<file path="src/rtl/wdw_pkg.sv">
package wdw_pkg;

    // Largest upper limit in ticks; the tick counter is sized from it.
    localparam int unsigned MAX_UPPER_TICKS = 6144;
    localparam int unsigned TICK_W          = $clog2(MAX_UPPER_TICKS + 1);

    typedef logic [TICK_W-1:0] tick_cnt_t;

    typedef struct packed {
        tick_cnt_t cnt;      // whole ticks since last servicing write
        logic      overdue;  // upper limit passed, not yet serviced
    } wdw_timer_t;

    typedef struct packed {
        logic fault;
    } wdw_fault_t;

    // Upper-limit code to tick count (non-uniform spacing).
    function automatic tick_cnt_t upper_ticks(input logic [2:0] code);
        tick_cnt_t v;
        case (code)
            3'd0:    v = tick_cnt_t'(64);
            3'd1:    v = tick_cnt_t'(128);
            3'd2:    v = tick_cnt_t'(512);
            3'd3:    v = tick_cnt_t'(1024);
            3'd4:    v = tick_cnt_t'(2048);
            3'd5:    v = tick_cnt_t'(3072);
            3'd6:    v = tick_cnt_t'(4096);
            default: v = tick_cnt_t'(6144);
        endcase
        return v;
    endfunction

    // Lower-limit code to tick count; code 0 means no window.
    function automatic tick_cnt_t lower_ticks(input logic [1:0] code);
        tick_cnt_t v;
        case (code)
            2'd0:    v = '0;
            2'd1:    v = tick_cnt_t'(64);
            2'd2:    v = tick_cnt_t'(128);
            default: v = tick_cnt_t'(512);
        endcase
        return v;
    endfunction

endpackage

</file>
<file path="src/rtl/wdw_tick_gen.sv">
module wdw_tick_gen #(
    parameter int unsigned PRESCALE = 1024
) (
    input  logic clk,
    input  logic rst_n,
    input  logic run,
    input  logic restart,
    output logic tick
);

    generate
        if (PRESCALE <= 1) begin : g_direct
            assign tick = run;
        end else begin : g_div
            localparam int unsigned PRE_W = $clog2(PRESCALE);
            localparam logic [PRE_W-1:0] PRE_LAST = PRE_W'(PRESCALE - 1);

            typedef struct packed {
                logic [PRE_W-1:0] pre;
            } pre_state_t;

            pre_state_t s_d, s_q;

            assign tick = run && (s_q.pre == PRE_LAST);

            always_comb begin
                s_d = s_q;
                if (!run || restart || tick) begin
                    s_d.pre = '0;
                end else begin
                    s_d.pre = s_q.pre + 1'b1;
                end
            end

            always_ff @(posedge clk or negedge rst_n) begin
                if (!rst_n) begin
                    s_q <= '0;
                end else begin
                    s_q <= s_d;
                end
            end


            tick_spacing_chk: assert property (@(posedge clk) disable iff (!rst_n)
                tick |=> !tick);
        end
    endgenerate

endmodule

</file>
<file path="src/rtl/wdw_limit_lut.sv">
module wdw_limit_lut
    import wdw_pkg::*;
(
    input  logic [2:0] upper_code,
    input  logic [1:0] lower_code,
    output tick_cnt_t  upper_lim,
    output tick_cnt_t  lower_lim,
    output logic       window_en
);

    always_comb begin
        upper_lim = upper_ticks(upper_code);
        lower_lim = lower_ticks(lower_code);
        window_en = (lower_code != 2'd0);
    end

endmodule

</file>
<file path="src/rtl/wdw_window_timer.sv">
module wdw_window_timer
    import wdw_pkg::*;
(
    input  logic      clk,
    input  logic      rst_n,
    input  logic      en,
    input  logic      tick,
    input  logic      qual_wr,
    input  logic      window_en,
    input  tick_cnt_t upper_lim,
    input  tick_cnt_t lower_lim,
    output logic      err,
    output logic      overdue
);

    wdw_timer_t s_d, s_q;

    assign overdue = s_q.overdue;

    always_comb begin
        s_d = s_q;
        err = 1'b0;
        if (!en) begin
            s_d = '0;
        end else if (qual_wr) begin
            // early or late servicing in window mode is an error
            err         = window_en && ((s_q.cnt < lower_lim) || s_q.overdue);
            s_d.cnt     = '0;
            s_d.overdue = 1'b0;
        end else if (tick && !s_q.overdue) begin
            if (s_q.cnt >= upper_lim) begin
                s_d.overdue = 1'b1;
                err         = 1'b1;
            end else begin
                s_d.cnt = s_q.cnt + 1'b1;
            end
        end
    end

    always_ff @(posedge clk or negedge rst_n) begin
        if (!rst_n) begin
            s_q <= '0;
        end else begin
            s_q <= s_d;
        end
    end


    disabled_idle_chk: assert property (@(posedge clk) disable iff (!rst_n)
        !en |=> (s_q.cnt == '0) && !s_q.overdue);


    restart_zero_chk: assert property (@(posedge clk) disable iff (!rst_n)
        (en && qual_wr) |=> (s_q.cnt == '0) && !s_q.overdue);


    expire_on_tick_chk: assert property (@(posedge clk) disable iff (!rst_n)
        $rose(s_q.overdue) |-> $past(tick));

endmodule

</file>
<file path="src/rtl/wdw_fault_latch.sv">
module wdw_fault_latch
    import wdw_pkg::*;
(
    input  logic clk,
    input  logic rst_n,
    input  logic err,
    input  logic stat_rd,
    input  logic hold,
    output logic fault
);

    wdw_fault_t s_d, s_q;

    assign fault = s_q.fault;

    always_comb begin
        s_d = s_q;
        if (err) begin
            s_d.fault = 1'b1;
        end else if (stat_rd && !hold) begin
            s_d.fault = 1'b0;
        end
    end

    always_ff @(posedge clk or negedge rst_n) begin
        if (!rst_n) begin
            s_q <= '0;
        end else begin
            s_q <= s_d;
        end
    end


    err_sets_chk: assert property (@(posedge clk) disable iff (!rst_n)
        err |=> fault);


    clear_by_read_chk: assert property (@(posedge clk) disable iff (!rst_n)
        $fell(fault) |-> ($past(stat_rd) && !$past(hold)));

endmodule

</file>
<file path="src/rtl/wr_window_wdt.sv">
module wr_window_wdt
    import wdw_pkg::*;
#(
    parameter int unsigned PRESCALE = 1024,
    parameter int unsigned ADDR_W   = 6,
    parameter logic [ADDR_W-1:0] OWN_ADDR = ADDR_W'(17)
) (
    input  logic              clk,
    input  logic              rst_n,
    input  logic              wr_valid,
    input  logic [ADDR_W-1:0] wr_addr,
    input  logic              cfg_en,
    input  logic [2:0]        cfg_upper,
    input  logic [1:0]        cfg_lower,
    input  logic              stat_rd,
    output logic              fault
);

    tick_cnt_t upper_lim;
    tick_cnt_t lower_lim;
    logic      window_en;
    logic      qual_wr;
    logic      tick;
    logic      err;
    logic      overdue;

    wdw_limit_lut u_lut (
        .upper_code (cfg_upper),
        .lower_code (cfg_lower),
        .upper_lim  (upper_lim),
        .lower_lim  (lower_lim),
        .window_en  (window_en)
    );

    // In window mode only the watchdog's own address services it.
    assign qual_wr = cfg_en && wr_valid && (!window_en || (wr_addr == OWN_ADDR));

    wdw_tick_gen #(
        .PRESCALE (PRESCALE)
    ) u_tick (
        .clk     (clk),
        .rst_n   (rst_n),
        .run     (cfg_en),
        .restart (qual_wr),
        .tick    (tick)
    );

    wdw_window_timer u_timer (
        .clk       (clk),
        .rst_n     (rst_n),
        .en        (cfg_en),
        .tick      (tick),
        .qual_wr   (qual_wr),
        .window_en (window_en),
        .upper_lim (upper_lim),
        .lower_lim (lower_lim),
        .err       (err),
        .overdue   (overdue)
    );

    wdw_fault_latch u_fault (
        .clk     (clk),
        .rst_n   (rst_n),
        .err     (err),
        .stat_rd (stat_rd),
        .hold    (overdue),
        .fault   (fault)
    );


    no_fault_rise_disabled_chk: assert property (@(posedge clk) disable iff (!rst_n)
        (!cfg_en && !fault) |=> !fault);

endmodule

</file>
<file path="config.mk">
export PLATFORM = sky130hd
export DESIGN_NAME = wr_window_wdt
export DESIGN_NICKNAME = d
export VERILOG_FILES = /design/src/rtl/wdw_pkg.sv /design/src/rtl/wdw_tick_gen.sv /design/src/rtl/wdw_limit_lut.sv /design/src/rtl/wdw_window_timer.sv /design/src/rtl/wdw_fault_latch.sv /design/src/rtl/wr_window_wdt.sv
export SDC_FILE = /design/constraint.sdc
export NUM_CORES = 1
export LEC_CHECK = 0
export ABC_CLOCK_PERIOD_IN_PS = 3150
export BUFFER_PORTS_ARGS = -buffer_cell sky130_fd_sc_hd__buf_2
export CAP_MARGIN = 30
export CORE_UTILIZATION = 42
export CTS_CLUSTER_SIZE = 28
export DETAILED_ROUTE_END_ITERATION = 6
export SKIP_CTS_REPAIR_TIMING = 1
export SLEW_MARGIN = 10
export SYNTH_ARGS = -nofsm -noshare
export SYNTH_HDL_FRONTEND = slang
export SYNTH_SLANG_ARGS = --single-unit
</file>
<file path="constraint.sdc">
create_clock -name clk -period 3.15 [get_ports clk]
set_clock_uncertainty 0.2 [all_clocks]
set_input_delay 0.315 -clock clk [delete_from_list [all_inputs] [get_ports clk]]
set_output_delay 0.315 -clock clk [all_outputs]
set_load 0.02 [all_outputs]
</file>
* Word level (Yosys, flattened, before mapping)
Index checks and enable logic that the tools add are counted. Widths: inputs -> output; s select.
Storage, ports and cells: bits in registers 25, word-level logic and storage cells 54, bits of input ports 16
Cells by class: order comparisons 2, $add $sub $neg 2, equality and inequality tests 13, muxes and demuxes 14, reduce and logical (&&, ||, !) cells 19
Operator list (count):
- $pmux 13 s7 | 1
- $mux 14 | 3
- $pmux 10 s3 | 1
- $add 13x1->13 const B | 1
- $ge 13x13->1 | 1
- $lt 13x10->1 | 1
- $mux 13 | 1
- $add 10x1->10 const B | 1
- $eq 10x10->1 const B | 1
- $mux 10 | 1
- $eq 3x3->1 const B | 3
- $mux 1 | 7
- $eq 3x2->1 const B | 2
- $eq 6x5->1 const B | 1
- $logic_and 1x1->1 | 6
- $ne 3x1->1 const B | 2
- $logic_or 1x1->1 | 4
- $reduce_and 2->1 | 2
- $reduce_bool 2->1 | 2
- $eq 3x1->1 const B | 1
- $logic_not 1->1 | 3
- $logic_not 3->1 | 1
- $ne 3x3->1 const B | 1
- $eq 2x1->1 const B | 1
- other kinds (2) | 2

* Depth between registers and ports, before layout
depth after elaboration 8, mapped depth 9, mapped depth without buffers 8

* Hierarchy
A second synthesis with hierarchy kept.
Unflattened totals: cell total of the unflattened synthesis 259, area, all modules 2202.1 um^2
Modules (own cells, without submodules):
- wdw_window_timer | cells each 170, instances 1, area each 1430.1 um^2
- wdw_tick_gen | cells each 52, instances 1, area each 493.0 um^2
- wdw_limit_lut | cells each 30, instances 1, area each 205.2 um^2
- wdw_fault_latch | cells each 3, instances 1, area each 38.8 um^2
- wr_window_wdt | cells each 4, instances 1, area each 35.0 um^2

* Least setup slack after synthesis
Ideal clock, no wire load.
kind in2reg, from input port cfg_upper[2], to register u_timer.s_q[10] (netlist name), data required time 2871 ps, setup time 79 ps, stages on the path 8, arrival time 2090 ps, setup slack 781 ps, path buffers 1, cells stage by stage or3_1 ha_1 a21o_1 a311oi_4 o211ai_2 buf_6 or3_1 a21oi_1
Between the ends: word-level cells in the longest chain between the ends 5, elaborated cells between the ends (all ways) 11, those cells by class order compare: 1; eq/ne: 7; mux: 1; reduce/logical: 2
Ends and longest elaborated chain:
- start, declared | RTL line wr_window_wdt.sv:13 | input logic [2:0] cfg_upper,
- $eq 3x3->1 (tied with other cells) | RTL line wdw_pkg.sv:21 | case (code)
- $pmux 13 s7 * | RTL line wdw_pkg.sv:21
- $ge 13x13->1 * | RTL line wdw_window_timer.sv:31 | if (s_q.cnt >= upper_lim) begin
- $ne 3x3->1 (no line) *
- $reduce_and 2->1 (no line) *
- end signal, assigned | RTL line wdw_window_timer.sv:42 | s_q <= '0;
- end signal, assigned | RTL line wdw_window_timer.sv:44 | s_q <= s_d;
- end, declared | RTL line wdw_window_timer.sv:16 | wdw_timer_t s_d, s_q;
Every way passes the cells marked *; elsewhere a longest branch is shown, timed or not. A chain may end at the register's enable or synchronous reset.

* Final worst setup path
from register u_timer.s_q[1] (netlist name), to register u_timer.s_q[12] (netlist name)
Between the ends: word-level cells in the longest chain between the ends 5, elaborated cells between the ends (all ways) 8, those cells by class add/sub: 1; order compare: 1; eq/ne: 1; mux: 4; reduce/logical: 1
Ends and longest elaborated chain:
- $add 13x1->13 | RTL line wdw_window_timer.sv:35 | s_d.cnt = s_q.cnt + 1'b1;
- $mux 13 | RTL line wdw_window_timer.sv:31
- $mux 14 | RTL line wdw_window_timer.sv:30 | end else if (tick && !s_q.overdue) begin
- $mux 14 | RTL line wdw_window_timer.sv:25 | end else if (qual_wr) begin
- $mux 14 | RTL line wdw_window_timer.sv:23 | if (!en) begin
Several ways; a longest one is shown, not always the timed one. The select of a mux whose other input is x is not followed.

==> results.json <==
{
  "p_leak_nw": 0.789,
  "required_ns": 3.15,
  "outcome": "finished clean",
  "cts_tree": "built",
  "synth_nets": 198,
  "fin_crit_sh": 0.806,
  "rsz0062_at_grt": "no",
  "cts_buffers": 3,
  "wl_per_cell_um": 13.5,
  "vias_per_cell": 5.43,
  "fp.dieW_um": 63.5,
  "grt_pass1_vias": 1242,
  "placed_cells": 231,
  "worstPathArrival_ns": 2.53,
  "num_io_pins": 17,
  "clockRootBuffer": "clkbuf_8",
  "synth-simple-area-share": 0.251,
  "grt_max_degree": 26,
  "place.detailed.hpwl_um": 2360,
  "totalWireLength_um": 3200,
  "synth_compound_area_frac": 0.171,
  "stdcell_count": 236,
  "async_reset_ff_frac": 1.00,
  "fill_cells": 356,
  "synth-main-ff-cell": "dfrtp_1",
  "cts_max_path_buffers": 2,
  "drive_gt1_frac": 0.137,
  "clkTransAtPathRegs_ns": 0.09,
  "min_period_ns": 2.54,
  "clock.fmax_ghz": 0.394,
  "ff2ff_setup_slack_ns": 0.61,
  "die_area_um2": 4030,
  "nNetsFinal": 218,
  "synth_warnings": 0,
  "gp_congestion": 0.770,
  "drc": 0,
  "syn_inst": 171,
  "syn_avg_cell_area_um2": 9.29,
  "crit_fanout": 14,
  "synth_edf_count": 0,
  "die_y_um": 63.5,
  "synthXorXnorAreaFrac": 0.0552,
  "rows": 21,
  "ant_nets": 0,
  "grt_use_total": 0.175,
  "drv_cap": 0,
  "seqCellArea_um2": 626,
  "finalHoldWorstSlack_ns": 0.225,
  "htreeDepth": 1,
  "antenna_found_initial": 0,
  "tightest_slew_ns": 0.591,
  "drt-initial-drc-count": 61,
  "synth_cell_types": 37,
  "syn-cell-area_um2": 1590,
  "synth_top_family_by_area": "simple AND/OR/NAND/NOR gates",
  "core_area_um2": 3470,
  "hold_viol": 0,
  "setup_viol": 0,
  "antenna_cells": 0,
  "p_per_area_nw_per_um2": 322,
  "vias": 1281,
  "dr.pass1.iters": 3,
  "slew_violations": 0,
  "ys_seq_area_frac": 0.394,
  "start_util": 0.458,
  "syn2layout_area_growth_pct": 11.4,
  "synthAdderAreaFrac": 0.0867,
  "worst_hold_path_type": "input port to flop",
  "vdd_ir_drop_max_mv": 0.216,
  "synthMuxAreaShare": 0.00630,
  "grt_overflow": 0,
  "multi_input_area_um2": 906,
  "ys_seq_elements": 25,
  "clk_latency_ns": 0.26,
  "critPathLaunchType": "flop",
  "worstSetupEndpointType": "flop",
  "portBuffers": 16,
  "crit_type": "flop to flop",
  "relSlewSlack": 0.606,
  "cts_num_sinks": 25,
  "grt_pass1_wl_um": 5550,
  "finalSetupTns_ns": 0
}
[cell usage after synthesis, drive strengths merged, types with 2 or more instances]
cell type | number | area share
a21o | 2 | 0.0095
a21oi | 13 | 0.041
a31oi | 2 | 0.0079
and2 | 4 | 0.016
and3 | 3 | 0.012
clkbuf | 2 | 0.0047
dfrtp | 25 | 0.39
ha | 11 | 0.087
inv | 10 | 0.024
nand2 | 8 | 0.019
nand2b | 3 | 0.012
nand3 | 9 | 0.028
nand4 | 7 | 0.028
nor2 | 16 | 0.038
o211ai | 2 | 0.016
o21ai | 14 | 0.044
o31ai | 3 | 0.014
or3 | 10 | 0.039
or4 | 2 | 0.0095
xnor2 | 4 | 0.022
xor2 | 6 | 0.033
[sequential cells by signal, indices dropped and copies added, names as in the netlist]
name and cells:
u_fault.fault 1, u_tick.g_div.s_q 10, u_timer.s_q 13, u_timer.overdue 1
[metrics by stage]
stage / utilization / setup WS, ns / power (W) / area, µm²
after floorplan: - / 0.781 / 0.000361 / 1590
after global placement: 0.494 / 0.505 / 0.000386 / 1710
after detailed placement: 0.494 / 0.434 / 0.000388 / 1710
after CTS: 0.507 / 0.591 / 0.000579 / 1760
after global routing: 0.510 / 0.473 / 0.000601 / 1770
final: 0.510 / 0.611 / 0.000570 / 1770
[where the power goes]
part           switching [W]  internal (W)  leakage, nW
Sequential        0.00000252      0.000324        0.347
Combinational      0.0000344     0.0000214        0.419
Clock              0.0000982     0.0000904       0.0228
Total               0.000135      0.000435        0.789
[placed cells by master, fill, tap and decap left out]
cell / count
and3b_1: 1
dfrtp_1: 25
nor2b_1: 1
o21a_1: 1
buf_4: 1
a2111oi_4: 1
and3_1: 3
o21ai_0: 7
a21o_1: 2
o21ai_1: 7
nor4_1: 1
nor4bb_1: 1
or3_1: 10
o31ai_1: 3
dlygate4sd3_1: 1
o211ai_2: 2
or2_2: 1
clkbuf_8: 3
clkbuf_1: 1
xor2_1: 6
a21oi_1: 13
nand2b_1: 3
ha_1: 11
mux2i_1: 1
inv_1: 10
a311oi_4: 1
buf_2: 16
nor3b_2: 1
or4_1: 2
nor4b_1: 1
nand3b_1: 1
and4_1: 1
xnor2_1: 4
nand2_1: 8
a31oi_1: 2
nand4_1: 7
nor3_1: 1
nand3_1: 9
and2_1: 4
nor2_1: 16
[path summary, 6_finish.rpt]
path	start	endpoint	depth (start not counted)
min reg2reg	u_tick.g_div.s_q[0]	u_tick.g_div.s_q[0]	1
max reg2reg	u_timer.s_q[1]	u_timer.s_q[12]	7
min	stat_rd	u_fault.fault	5
max	u_timer.s_q[1]	u_timer.s_q[12]	7
max in group asynchronous	rst_n	u_timer.s_q[4]	2
min in group asynchronous	rst_n	u_tick.g_div.s_q[7]	2
[layout make-up]
cell class / instances / share of cell area
clock buffer: 4 / 0.0255
inverter: 10 / 0.0212
multi-input combinational: 133 / 0.512
sequential: 25 / 0.354
tap: 46 / 0.0325
timing repair buffer: 18 / 0.0552
[critical path, cell delays in order, from the launching register on]
cell and delay, ns:
dfrtp_1 0.45, inv_1 0.10, ha_1 0.21, nor3b_2 0.16, a2111oi_4 0.44, o211ai_2 0.29, or4_1 0.47, a21oi_1 0.16
[cell families (layout without fill, tap and decap cells)]
| family | Yosys count | in the layout |
|---|---|---|
| simple gates | 72 | 72 |
| compound gates | 39 | 39 |
| flops | 25 | 25 |
| buf+inv | 13 | 32 |
| fa+ha+maj | 11 | 11 |
| xor+xnor | 10 | 10 |
| mux | 1 | 1 |
[per-layer routing]
layer	global-route usage	wire, µm	vias up
met5	0	0	-
met4	0.0511	37	0
met3	0.0236	43	5
met2	0.319	1610	7
met1	0.210	1500	612
li1	-	-	657
Note: power is estimated with default switching activity, not from simulation.
